## src/rtl/mesi_pkg.sv

```systemverilog
package mesi_pkg;

    typedef enum logic [1:0] {
        ST_I = 2'b00,
        ST_S = 2'b01,
        ST_E = 2'b10,
        ST_M = 2'b11
    } mesi_e;

    typedef enum logic [2:0] {
        OP_NONE = 3'd0,
        OP_RD   = 3'd1,
        OP_RDX  = 3'd2,
        OP_UPGR = 3'd3,
        OP_WB   = 3'd4
    } bus_op_e;

    typedef enum logic [1:0] {
        FSM_IDLE,
        FSM_REQ,
        FSM_WAIT
    } fsm_e;

    localparam int OP_W = 3;

    // State a line takes after observing a foreign transaction.
    function automatic mesi_e snoop_next(mesi_e cur, bus_op_e op);
        mesi_e nxt;
        nxt = cur;
        case (op)
            OP_RD:   if (cur == ST_E || cur == ST_M) nxt = ST_S;
            OP_RDX,
            OP_UPGR: nxt = ST_I;
            default: nxt = cur;
        endcase
        return nxt;
    endfunction

    function automatic logic owns_line(mesi_e s);
        return (s == ST_E) || (s == ST_M);
    endfunction

endpackage

```

## src/rtl/mesi_line_store.sv

```systemverilog
module mesi_line_store
    import mesi_pkg::*;
#(
    parameter int LINES  = 4,
    parameter int TAG_W  = 6,
    parameter int DATA_W = 16,
    parameter int IDX_W  = 2
) (
    input  logic              clk,
    input  logic              rst,
    input  logic              fill_we,
    input  logic [IDX_W-1:0]  fill_idx,
    input  logic [TAG_W-1:0]  fill_tag,
    input  logic [DATA_W-1:0] fill_data,
    input  mesi_e             fill_state,
    input  logic              snp_we,
    input  logic [IDX_W-1:0]  snp_idx,
    input  mesi_e             snp_state,
    output mesi_e             st_q   [LINES],
    output logic [TAG_W-1:0]  tag_q  [LINES],
    output logic [DATA_W-1:0] data_q [LINES]
);

    for (genvar i = 0; i < LINES; i++) begin : g_line
        localparam logic [IDX_W-1:0] MY_IDX = IDX_W'(i);

        always_ff @(posedge clk) begin
            if (rst) begin
                st_q[i]   <= ST_I;
                tag_q[i]  <= '0;
                data_q[i] <= '0;
            end else if (fill_we && fill_idx == MY_IDX) begin
                st_q[i]   <= fill_state;
                tag_q[i]  <= fill_tag;
                data_q[i] <= fill_data;
            end else if (snp_we && snp_idx == MY_IDX) begin
                st_q[i]   <= snp_state;
            end
        end
    end

endmodule

```

## src/rtl/mesi_snoop_unit.sv

```systemverilog
module mesi_snoop_unit
    import mesi_pkg::*;
#(
    parameter int TAG_W  = 6,
    parameter int DATA_W = 16
) (
    input  logic              snp_valid,
    input  bus_op_e           snp_op,
    input  logic [TAG_W-1:0]  snp_tag,
    input  mesi_e             line_st,
    input  logic [TAG_W-1:0]  line_tag,
    input  logic [DATA_W-1:0] line_data,
    output logic              hold,
    output logic              supply,
    output logic              dirty_wb,
    output logic [DATA_W-1:0] supply_data,
    output logic              upd_we,
    output mesi_e             upd_state
);

    logic present;

    always_comb begin
        present     = snp_valid && (line_st != ST_I) && (line_tag == snp_tag);
        hold        = present;
        supply      = present && ((snp_op == OP_RD && owns_line(line_st)) ||
                                  (snp_op == OP_RDX && line_st == ST_M));
        dirty_wb    = present && snp_op == OP_RD && line_st == ST_M;
        supply_data = line_data;
        upd_we      = present && (snp_op == OP_RD || snp_op == OP_RDX || snp_op == OP_UPGR);
        upd_state   = snoop_next(line_st, snp_op);
    end

endmodule

```

## src/rtl/mesi_core_fsm.sv

```systemverilog
module mesi_core_fsm
    import mesi_pkg::*;
#(
    parameter int ADDR_W = 8,
    parameter int DATA_W = 16,
    parameter int IDX_W  = 2,
    parameter int TAG_W  = 6
) (
    input  logic              clk,
    input  logic              rst,
    input  logic              core_req_valid,
    input  logic              core_req_write,
    input  logic [ADDR_W-1:0] core_req_addr,
    input  logic [DATA_W-1:0] core_req_wdata,
    output logic              core_req_ready,
    output logic              core_resp_valid,
    output logic              core_resp_hit,
    output logic [DATA_W-1:0] core_resp_rdata,
    input  logic              snp_busy,
    output logic [IDX_W-1:0]  look_idx,
    input  mesi_e             look_st,
    input  logic [TAG_W-1:0]  look_tag,
    input  logic [DATA_W-1:0] look_data,
    output logic              bus_req_valid,
    output bus_op_e           bus_req_op,
    output logic [ADDR_W-1:0] bus_req_addr,
    output logic [DATA_W-1:0] bus_req_wdata,
    input  logic              bus_gnt,
    input  logic              bus_done,
    input  logic              bus_shared,
    input  logic [DATA_W-1:0] bus_fill_data,
    output logic              fill_we,
    output logic [IDX_W-1:0]  fill_idx,
    output logic [TAG_W-1:0]  fill_tag,
    output logic [DATA_W-1:0] fill_data,
    output mesi_e             fill_state
);

    fsm_e              fsm_q, fsm_d;
    logic [ADDR_W-1:0] req_addr_q, req_addr_d;
    logic [DATA_W-1:0] req_wdata_q, req_wdata_d;
    bus_op_e           pend_op_q, pend_op_d;
    bus_op_e           fill_op_q, fill_op_d;
    bus_op_e           act_op_q, act_op_d;
    logic [ADDR_W-1:0] vic_addr_q, vic_addr_d;
    logic [DATA_W-1:0] vic_data_q, vic_data_d;
    logic              resp_valid_d, resp_hit_d;
    logic [DATA_W-1:0] resp_data_d;

    logic [TAG_W-1:0]  core_tag;
    logic [TAG_W-1:0]  req_tag;
    logic              accept;
    logic              look_hit;
    bus_op_e           eff_op;
    bus_op_e           miss_op;

    assign core_tag       = core_req_addr[ADDR_W-1:IDX_W];
    assign req_tag        = req_addr_q[ADDR_W-1:IDX_W];
    assign look_idx       = (fsm_q == FSM_IDLE) ? core_req_addr[IDX_W-1:0]
                                                : req_addr_q[IDX_W-1:0];
    assign core_req_ready = (fsm_q == FSM_IDLE) && !snp_busy;
    assign accept         = core_req_valid && core_req_ready;
    assign look_hit       = (look_st != ST_I) && (look_tag == core_tag);
    assign miss_op        = core_req_write ? OP_RDX : OP_RD;

    // An upgrade whose Shared copy was taken away must fetch the line again.
    assign eff_op = (pend_op_q == OP_UPGR && look_st != ST_S) ? OP_RDX : pend_op_q;

    assign bus_req_valid = (fsm_q == FSM_REQ);
    assign bus_req_op    = (fsm_q == FSM_REQ) ? eff_op : OP_NONE;
    assign bus_req_addr  = (pend_op_q == OP_WB) ? vic_addr_q : req_addr_q;
    assign bus_req_wdata = vic_data_q;

    always_comb begin
        fsm_d        = fsm_q;
        req_addr_d   = req_addr_q;
        req_wdata_d  = req_wdata_q;
        pend_op_d    = pend_op_q;
        fill_op_d    = fill_op_q;
        act_op_d     = act_op_q;
        vic_addr_d   = vic_addr_q;
        vic_data_d   = vic_data_q;
        resp_valid_d = 1'b0;
        resp_hit_d   = core_resp_hit;
        resp_data_d  = core_resp_rdata;
        fill_we      = 1'b0;
        fill_idx     = look_idx;
        fill_tag     = req_tag;
        fill_data    = req_wdata_q;
        fill_state   = ST_I;

        case (fsm_q)
            FSM_IDLE: begin
                if (accept) begin
                    req_addr_d  = core_req_addr;
                    req_wdata_d = core_req_wdata;
                    if (look_hit && !core_req_write) begin
                        resp_valid_d = 1'b1;
                        resp_hit_d   = 1'b1;
                        resp_data_d  = look_data;
                    end else if (look_hit && look_st != ST_S) begin
                        resp_valid_d = 1'b1;
                        resp_hit_d   = 1'b1;
                        resp_data_d  = core_req_wdata;
                        fill_we      = 1'b1;
                        fill_tag     = core_tag;
                        fill_data    = core_req_wdata;
                        fill_state   = ST_M;
                    end else if (look_hit) begin
                        pend_op_d = OP_UPGR;
                        fsm_d     = FSM_REQ;
                    end else begin
                        if (look_st == ST_M) begin
                            pend_op_d  = OP_WB;
                            fill_op_d  = miss_op;
                            vic_addr_d = {look_tag, look_idx};
                            vic_data_d = look_data;
                        end else begin
                            pend_op_d  = miss_op;
                        end
                        fsm_d = FSM_REQ;
                    end
                end
            end
            FSM_REQ: begin
                pend_op_d = eff_op;
                if (bus_gnt) begin
                    act_op_d = eff_op;
                    fsm_d    = FSM_WAIT;
                end
            end
            FSM_WAIT: begin
                if (bus_done) begin
                    fill_we = 1'b1;
                    case (act_op_q)
                        OP_WB: begin
                            fill_tag   = vic_addr_q[ADDR_W-1:IDX_W];
                            fill_data  = vic_data_q;
                            fill_state = ST_I;
                            pend_op_d  = fill_op_q;
                            fsm_d      = FSM_REQ;
                        end
                        OP_RD: begin
                            fill_data    = bus_fill_data;
                            fill_state   = bus_shared ? ST_S : ST_E;
                            resp_valid_d = 1'b1;
                            resp_hit_d   = 1'b0;
                            resp_data_d  = bus_fill_data;
                            fsm_d        = FSM_IDLE;
                        end
                        default: begin
                            fill_state   = ST_M;
                            resp_valid_d = 1'b1;
                            resp_hit_d   = 1'b0;
                            resp_data_d  = req_wdata_q;
                            fsm_d        = FSM_IDLE;
                        end
                    endcase
                end
            end
            default: fsm_d = FSM_IDLE;
        endcase
    end

    always_ff @(posedge clk) begin
        if (rst) begin
            fsm_q           <= FSM_IDLE;
            req_addr_q      <= '0;
            req_wdata_q     <= '0;
            pend_op_q       <= OP_NONE;
            fill_op_q       <= OP_NONE;
            act_op_q        <= OP_NONE;
            vic_addr_q      <= '0;
            vic_data_q      <= '0;
            core_resp_valid <= 1'b0;
            core_resp_hit   <= 1'b0;
            core_resp_rdata <= '0;
        end else begin
            fsm_q           <= fsm_d;
            req_addr_q      <= req_addr_d;
            req_wdata_q     <= req_wdata_d;
            pend_op_q       <= pend_op_d;
            fill_op_q       <= fill_op_d;
            act_op_q        <= act_op_d;
            vic_addr_q      <= vic_addr_d;
            vic_data_q      <= vic_data_d;
            core_resp_valid <= resp_valid_d;
            core_resp_hit   <= resp_hit_d;
            core_resp_rdata <= resp_data_d;
        end
    end

endmodule

```

## src/rtl/mesi_snoop_ctrl.sv

```systemverilog
module mesi_snoop_ctrl
    import mesi_pkg::*;
#(
    parameter int LINES  = 4,
    parameter int ADDR_W = 8,
    parameter int DATA_W = 16
) (
    input  logic              clk,
    input  logic              rst,
    input  logic              core_req_valid,
    output logic              core_req_ready,
    input  logic              core_req_write,
    input  logic [ADDR_W-1:0] core_req_addr,
    input  logic [DATA_W-1:0] core_req_wdata,
    output logic              core_resp_valid,
    output logic              core_resp_hit,
    output logic [DATA_W-1:0] core_resp_rdata,
    output logic              bus_req_valid,
    output logic [2:0]        bus_req_op,
    output logic [ADDR_W-1:0] bus_req_addr,
    output logic [DATA_W-1:0] bus_req_wdata,
    input  logic              bus_gnt,
    input  logic              bus_done,
    input  logic              bus_shared,
    input  logic [DATA_W-1:0] bus_fill_data,
    input  logic              snp_valid,
    input  logic [2:0]        snp_op,
    input  logic [ADDR_W-1:0] snp_addr,
    output logic              snp_hold,
    output logic              snp_supply,
    output logic              snp_wb,
    output logic [DATA_W-1:0] snp_data
);

    localparam int IDX_W = (LINES > 1) ? $clog2(LINES) : 1;
    localparam int TAG_W = ADDR_W - IDX_W;

    mesi_e             st_q   [LINES];
    logic [TAG_W-1:0]  tag_q  [LINES];
    logic [DATA_W-1:0] data_q [LINES];

    logic [IDX_W-1:0]  look_idx;
    logic              fill_we;
    logic [IDX_W-1:0]  fill_idx;
    logic [TAG_W-1:0]  fill_tag;
    logic [DATA_W-1:0] fill_data;
    mesi_e             fill_state;
    bus_op_e           own_op;

    logic [IDX_W-1:0]  snp_idx;
    logic [TAG_W-1:0]  snp_tag;
    logic              snp_we;
    mesi_e             snp_state;

    assign snp_idx    = snp_addr[IDX_W-1:0];
    assign snp_tag    = snp_addr[ADDR_W-1:IDX_W];
    assign bus_req_op = own_op;

    mesi_line_store #(
        .LINES (LINES),
        .TAG_W (TAG_W),
        .DATA_W(DATA_W),
        .IDX_W (IDX_W)
    ) store_i (
        .clk       (clk),
        .rst       (rst),
        .fill_we   (fill_we),
        .fill_idx  (fill_idx),
        .fill_tag  (fill_tag),
        .fill_data (fill_data),
        .fill_state(fill_state),
        .snp_we    (snp_we),
        .snp_idx   (snp_idx),
        .snp_state (snp_state),
        .st_q      (st_q),
        .tag_q     (tag_q),
        .data_q    (data_q)
    );

    mesi_snoop_unit #(
        .TAG_W (TAG_W),
        .DATA_W(DATA_W)
    ) snoop_i (
        .snp_valid  (snp_valid),
        .snp_op     (bus_op_e'(snp_op)),
        .snp_tag    (snp_tag),
        .line_st    (st_q[snp_idx]),
        .line_tag   (tag_q[snp_idx]),
        .line_data  (data_q[snp_idx]),
        .hold       (snp_hold),
        .supply     (snp_supply),
        .dirty_wb   (snp_wb),
        .supply_data(snp_data),
        .upd_we     (snp_we),
        .upd_state  (snp_state)
    );

    mesi_core_fsm #(
        .ADDR_W(ADDR_W),
        .DATA_W(DATA_W),
        .IDX_W (IDX_W),
        .TAG_W (TAG_W)
    ) fsm_i (
        .clk            (clk),
        .rst            (rst),
        .core_req_valid (core_req_valid),
        .core_req_write (core_req_write),
        .core_req_addr  (core_req_addr),
        .core_req_wdata (core_req_wdata),
        .core_req_ready (core_req_ready),
        .core_resp_valid(core_resp_valid),
        .core_resp_hit  (core_resp_hit),
        .core_resp_rdata(core_resp_rdata),
        .snp_busy       (snp_valid),
        .look_idx       (look_idx),
        .look_st        (st_q[look_idx]),
        .look_tag       (tag_q[look_idx]),
        .look_data      (data_q[look_idx]),
        .bus_req_valid  (bus_req_valid),
        .bus_req_op     (own_op),
        .bus_req_addr   (bus_req_addr),
        .bus_req_wdata  (bus_req_wdata),
        .bus_gnt        (bus_gnt),
        .bus_done       (bus_done),
        .bus_shared     (bus_shared),
        .bus_fill_data  (bus_fill_data),
        .fill_we        (fill_we),
        .fill_idx       (fill_idx),
        .fill_tag       (fill_tag),
        .fill_data      (fill_data),
        .fill_state     (fill_state)
    );

endmodule

```

## config.mk

```make
export PLATFORM = sky130hd
export DESIGN_NAME = mesi_snoop_ctrl
export DESIGN_NICKNAME = d
export VERILOG_FILES = /design/src/rtl/mesi_pkg.sv /design/src/rtl/mesi_line_store.sv /design/src/rtl/mesi_snoop_unit.sv /design/src/rtl/mesi_core_fsm.sv /design/src/rtl/mesi_snoop_ctrl.sv
export SDC_FILE = /design/constraint.sdc
export NUM_CORES = 1
export LEC_CHECK = 0
export ABC_AREA = 1
export BUFFER_PORTS_ARGS = -buffer_cell sky130_fd_sc_hd__buf_2
export CAP_MARGIN = 40
export CORE_MARGIN = 2
export CORE_UTILIZATION = 50
export DETAILED_ROUTE_END_ITERATION = 10
export PLACE_DENSITY_LB_ADDON = 0.05
export SLEW_MARGIN = 20
export SYNTH_ARGS = -nofsm -noshare
export SYNTH_HDL_FRONTEND = slang
export SYNTH_SLANG_ARGS = --single-unit
```

## constraint.sdc

```tcl
create_clock -name clk -period 7 [get_ports clk]
set_clock_uncertainty 0.05 [all_clocks]
set_input_delay 2.1 -clock clk [delete_from_list [all_inputs] [get_ports clk]]
set_output_delay 2.1 -clock clk [all_outputs]
set_load 0.05 [all_outputs]
```

==> flow_metrics.py, run 1 <==
metrics = {
    "outcome": {
        "status": "finished clean",
    },
    "floorplan": {
        "die_h_um": 144,
        "die-area_um2": 20700,
        "fp.dieW_um": 144,
        "core-area_um2": 19300,
        "initial_utilization_pct": 50.5,
        "rows": 51,
        "ios": 125,
    },
    "setup_path": {
        "worstPathArrival_ns": 4.38,
        "crit_slowest_cell": "nor2_1",
        "endpoint": "snp_hold",
        "slowest_delay_ns": 0.49,
        "worst_setup_path_end_kind": "output port",
        "cp_cell_sequence": "buf_2 -> nand2_1 -> inv_1 -> a22oi_1 -> nand2_1 -> xor2_1 -> nor2_1 -> nand2_1 -> nor2_1 -> buf_2",
        "r2r-start": "fsm_i.fsm_q[1]$_SDFFE_PP0P_",
        "r2r-end": "fsm_i.core_resp_rdata[15]$_SDFFE_PP0P_",
        "crit_fanout": 10,
        "crit_path_frequent_cell": "nand2_1",
        "r2r_setup_slack_ns": 2.59,
        "r2r_cells": 17,
        "start_kind": "primary input",
        "critical_path_class": "primary input to output port",
        "worstSetupStartpoint": "snp_addr[1]",
        "worst_ep_required_time_ns": 4.85,
    },
    "global_routing": {
        "grt_pass1_vias": 9489,
        "antenna_found_initial": 0,
        "grt_max_degree": 79,
        "grt_usage_pct": 30.4,
        "gr-total-overflow": 0,
        "grt_pass1_wl_um": 49000,
    },
    "power_and_ir_drop": {
        "p_sw_mw": 1.39,
        "p_leak_nw": 5.55,
        "p_comb_share_pct": 37.3,
        "power_switching_share_pct": 42.7,
        "irDropWorstVdd_mv": 0.172,
        "p_int_mw": 1.86,
        "powerDensity_nw_per_um2": 293,
        "seqPwrFrac_pct": 34.0,
        "power_frac_clock_pct": 28.8,
    },
    "timing": {
        "finalWorstSetupSlack_ns": 0.474,
        "fmax_ghz": 0.153,
        "period_minus_slack_ns": 6.53,
        "finalSetupTns_ns": 0,
        "finalHoldViolCount": 0,
        "whs_ns": 0.413,
        "tightest_slew_ns": 0.792,
        "slew_headroom_pct": 47.2,
        "timing.final.max_slew_violations": 0,
        "setup_viol": 0,
        "fin_crit_sh_pct": 93.2,
        "rsz0062_at_grt": "false",
    },
    "clock_tree": {
        "cts_sinks": 172,
        "cts_setup_buffers": 0,
        "clk_latency_ns": 0.43,
        "cts_max_level": 4,
        "ctsResizeCount": 0,
        "postCtsHoldBufs": 0,
        "cts_tree": "yes",
        "cts.clk_slew.worst_paths_ns": 0.07,
        "clockBufferDepth": 2,
        "cts_root_buf": "clkbuf_16",
        "cts_buffers": 17,
    },
    "cells_and_area": {
        "area_growth_pct": 13.6,
        "final_cells": 1936,
        "antennaDiodeCount": 0,
        "design_area_um2": 11100,
        "fin_nets": 1724,
        "drive_gt1_share_pct": 12.1,
    },
    "synthesis": {
        "synth-edff-count": 0,
        "ys_warn_count": 0,
        "syn_area_um2": 9770,
        "seq_area_frac_synth_pct": 35.3,
        "synth_area_leaders": "dfxtp_1 (35%), nand2_1 (19%), nor2_1 (9.2%)",
        "syn-num-nets": 1646,
        "yosys.area.top_type": "dfxtp_1",
        "synthTopCellsByCount": "nand2_1 (483), nor2_1 (240), inv_1 (182)",
        "ys.flop_type": "dfxtp_1",
        "synth_most_common_cell": "nand2_1",
        "ys_ff_latch": 172,
        "avgSynthCellArea_um2": 6.18,
        "synthCells": 1581,
        "synth_top_area_share_pct": 35.3,
        "ys_async_sr_fraction_pct": 0,
        "ys_types": 36,
    },
    "flow_run": {
        "maxCapViolations": 0,
    },
    "placement": {
        "dpl-instance-area_um2": 10500,
        "globalplace.congestion": 0.910,
        "dpl.hpwl_um": 21500,
        "portBuffers": 124,
        "dp_cells": 1905,
        "place_ws_ns": 0.586,
    },
    "routing": {
        "route.detailed.drc": 0,
        "vias": 10381,
        "drt_pass1_iterations": 7,
        "final_antenna_net_count": 0,
        "drt_iter0_markers": 897,
        "wire_per_inst_um": 16.2,
        "viasPerCell": 5.36,
        "wl_um": 31300,
    },
    "hold_path": {
        "hold_class": "flip-flop to flip-flop",
    },
}
## layout by cell type (no fill, tap or decap), drive strengths merged, types with 6 or more instances in the layout
cell,count
nor2,242
o21bai,16
o221ai,19
o21ai,106
nand3,77
inv,188
clkinv,6
buf,145
nand2,491
dfxtp,172
a22oi,34
a21oi,83
o22ai,17
clkbuf,20
a221oi,16
nand4,11
ha,6
## per-stage QoR
stage | total power [mW] | util, %
6_report | 3.25 | 57.4
5_1_grt | 3.43 | 57.4
4_1_cts | 3.25 | 57.4
3_5_place_dp | 2.32 | 54.4
3_3_place_gp | 2.31 | 54.3
2_1_floorplan | 1.98 | -
## registers in the layout, indices dropped and copies added, names as in the netlist
signal,flops
store_i.data_q,64
store_i.tag_q,24
fsm_i.bus_req_wdata,16
fsm_i.core_resp_rdata,16
fsm_i.req_wdata_q,16
fsm_i.req_addr_q,8
fsm_i.vic_addr_q,8
store_i.st_q,8
fsm_i.act_op_q,3
fsm_i.pend_op_q,3
fsm_i.fill_op_q,2
fsm_i.fsm_q,2
fsm_i.core_resp_hit,1
fsm_i.core_resp_valid,1
## kinds of logic after synthesis
logic type,synth area share [%]
fa+ha+maj,0.769
compound gates,18.5
flops,35.3
xor+xnor,0.449
buf+inv,11.1
simple gates,33.9
## worst max-delay path: cells and delay by family
| family | cells | cell delay (ns) |
|---|---|---|
| AOI/OAI and AO/OA | 1 | 0.23 |
| buffers and inverters | 3 | 0.78 |
| xor gates and xnor gates | 1 | 0.15 |
| and+or+nand+nor | 5 | 1.11 |
## worst min path at each step
stage,from,to,cells past startpoint
finish,fsm_i.core_resp_rdata[13]$_SDFFE_PP0P_,fsm_i.core_resp_rdata[13]$_SDFFE_PP0P_,2
global route,fsm_i.core_resp_rdata[11]$_SDFFE_PP0P_,fsm_i.core_resp_rdata[11]$_SDFFE_PP0P_,2
floorplan,fsm_i.vic_addr_q[7]$_SDFFE_PP0P_,fsm_i.vic_addr_q[7]$_SDFFE_PP0P_,2
CTS,fsm_i.core_resp_rdata[5]$_SDFFE_PP0P_,fsm_i.core_resp_rdata[5]$_SDFFE_PP0P_,2
detailed placement,fsm_i.core_resp_rdata[14]$_SDFFE_PP0P_,fsm_i.core_resp_rdata[14]$_SDFFE_PP0P_,2
global placement,fsm_i.vic_addr_q[7]$_SDFFE_PP0P_,fsm_i.vic_addr_q[7]$_SDFFE_PP0P_,2
## per-layer routing
metal	share of wire, %	track usage [%]
met4	4.5	15.9
met2	48	51.2
met1	42	37.7
met5	0	0
met3	5.4	4.57
## cell type report
type,instances,area [µm²]
multi-input cells,1137,5260
inverters,186,699
clock inverters,11,110
repair buffers,145,791
clock buffers,20,457
flip-flops and latches,172,3440
well taps,265,332
fillers,1972,8240
## power groups by stage
stage	Clock, mW	Sequential, mW	Combinational, mW
final	0.936	1.10	1.21
after global routing	0.986	1.11	1.33
after CTS	0.946	1.10	1.20
after detailed placement	0	1.12	1.20
after global placement	0	1.12	1.19
after floorplan	0	1.18	0.800
No activity file was read; power rests on OpenSTA's default activity.
==> run 2, diff against run 1 <==
--- a/config.mk
+++ b/config.mk
@@ -12,6 +12,7 @@
 export CORE_UTILIZATION = 50
 export DETAILED_ROUTE_END_ITERATION = 10
 export PLACE_DENSITY_LB_ADDON = 0.05
+export REMOVE_ABC_BUFFERS = 1
 export SLEW_MARGIN = 20
 export SYNTH_ARGS = -nofsm -noshare
 export SYNTH_HDL_FRONTEND = slang
==> run 2 against run 1 <==
  * Critical path depth unchanged
  * Fmax up 0.90%
  * First-iteration DRC count down 12%
  * Flip-flop and latch count unchanged
  * Setup slack better by 0.058 ns
  * Count of clock-buffer cells in the layout down 1
  * Core utilization up 0.65 points
  * Final cell count up 0.21%
  * Sequential share of layout area down 0.35 points
  * Cell area up 1.1%
==> flow_metrics.py, run 2 (same netlist as run 1, synthesis figures left out) <==
metrics = {
    "routing": {
        "drt_pass1_iterations": 5,
        "wire_per_inst_um": 15.9,
        "vias": 10312,
        "viasPerCell": 5.32,
        "final_antenna_net_count": 0,
        "wl_um": 30900,
        "drt_iter0_markers": 785,
        "route.detailed.drc": 0,
    },
    "cells_and_area": {
        "drive_gt1_share_pct": 12.5,
        "antennaDiodeCount": 0,
        "final_cells": 1940,
        "layout_common_cells": "nand2_1 (483), nor2_1 (238), inv_1 (181)",
        "area_growth_pct": 14.9,
        "top_register": "store_i.data_q",
        "layout_commonest_cell": "nand2_1",
        "fin_nets": 1727,
        "largest_reg_flops": 64,
        "largestRegisters": "store_i.data_q: 64 flops, store_i.tag_q: 24 flops",
    },
    "floorplan": {
        "initial_utilization_pct": 50.5,
        "core-area_um2": 19300,
        "die-area_um2": 20700,
        "die_h_um": 144,
        "rows": 51,
        "ios": 125,
        "fp.dieW_um": 144,
    },
    "timing": {
        "fmax_ghz": 0.155,
        "finalHoldViolCount": 0,
        "tightest_slew_ns": 0.844,
        "fin_crit_sh_pct": 92.4,
        "slew_headroom_pct": 43.6,
        "setup_viol": 0,
        "timing.final.max_slew_violations": 0,
        "finalSetupTns_ns": 0,
        "rsz0062_at_grt": "false",
        "period_minus_slack_ns": 6.47,
    },
    "global_routing": {
        "grt_usage_pct": 29.9,
        "antenna_found_initial": 1,
        "grt_max_degree": 57,
        "grt_pass1_wl_um": 48300,
        "grt_pass1_vias": 9396,
        "gr-total-overflow": 0,
    },
    "placement": {
        "dp_cells": 1907,
        "portBuffers": 124,
        "dpl.hpwl_um": 21400,
        "globalplace.congestion": 0.909,
    },
    "clock_tree": {
        "clk_latency_ns": 0.43,
        "cts_buffers": 17,
        "cts_sinks": 172,
        "cts.clk_slew.worst_paths_ns": 0.07,
        "cts_tree": "yes",
        "cts_max_level": 4,
        "clockBufferDepth": 2,
        "cts_root_buf": "clkbuf_16",
        "cts_setup_buffers": 0,
        "postCtsHoldBufs": 0,
        "ctsResizeCount": 0,
    },
    "flow_run": {
        "maxCapViolations": 0,
    },
    "power_and_ir_drop": {
        "p_leak_nw": 5.60,
        "irDropWorstVdd_mv": 0.155,
        "powerDensity_nw_per_um2": 297,
    },
    "outcome": {
        "status": "finished clean",
    },
    "setup_path": {
        "crit_fanout": 10,
        "worst_ep_required_time_ns": 4.85,
        "critical_path_class": "primary input to output port",
        "worst_setup_path_end_kind": "output port",
        "start_kind": "primary input",
        "worstPathArrival_ns": 4.32,
    },
    "hold_path": {
        "hold_class": "flip-flop to flip-flop",
    },
}
==> run 2: cell count changes in the layout (fill, tap and decap cells not counted), sizes merged <==
cell | previous run | this run
clkbuf | 20 | 19
inv | 188 | 191
bufinv | 1 | 3
clkinv | 6 | 3
buf | 145 | 148
==> run 2: area by class of cell <==
type                       count  area [µm²]
fill                        1949        8120
multi-input combinational   1137        5270
sequential                   172        3440
timing repair buffer         148         848
inverter                     186         699
clock buffer                  19         443
tap                          265         332
clock inverter                13         178
==> run 2: where the power goes <==
part           internal [mW]  total [mW]  switching, mW
logic                  0.300        1.21          0.907
registers               1.06        1.10         0.0482
clock network          0.582        1.02          0.442
total                   1.94        3.33           1.40
==> run 2: path summary, 6_finish.rpt <==
check             depth (start not counted)  slack, ns                              startpoint                                endpoint
setup / recovery                         10       0.53                             snp_addr[1]                                snp_hold
hold / removal                            2       0.41  fsm_i.core_resp_rdata[15]$_SDFFE_PP0P_  fsm_i.core_resp_rdata[15]$_SDFFE_PP0P_
setup reg to reg                         20       2.43             fsm_i.fsm_q[0]$_SDFFE_PP0P_            store_i.st_q[4]$_SDFFE_PP0P_
hold reg to reg                           2       0.41  fsm_i.core_resp_rdata[15]$_SDFFE_PP0P_  fsm_i.core_resp_rdata[15]$_SDFFE_PP0P_
==> run 2: through the flow <==
stage / total power [mW] / utilization, % / area [µm²] / setup WS (ns) / hold slack (ns)
2_1_floorplan: 1.93 / - / 9380 / -0.150 / 0.385
3_3_place_gp: 2.31 / 54.4 / 10500 / 0.654 / 0.403
3_5_place_dp: 2.32 / 54.8 / 10600 / 0.604 / 0.403
4_1_cts: 3.34 / 58.0 / 11200 / 0.609 / 0.413
5_1_grt: 3.52 / 58.0 / 11200 / 0.279 / 0.442
6_report: 3.33 / 58.0 / 11200 / 0.533 / 0.412
==> run 2: critical path, stage by stage <==
cell and delay [ns]:
buf_2 0.13, nand2_1 0.31, inv_1 0.24, a22oi_1 0.21
nand2_1 0.09, xor2_1 0.14, nor2_1 0.11, nand2_1 0.10
nor2_1 0.50, buf_2 0.38
==> run 2: per-layer routing <==
layer / GRT usage [%] / vias up / routed length [µm]
li1: - / 5214 / -
met1: 37.4 / 4687 / 13300
met2: 51.1 / 343 / 14700
met3: 5.26 / 66 / 1670
met4: 12.2 / 2 / 1160
met5: 0 / - / 8
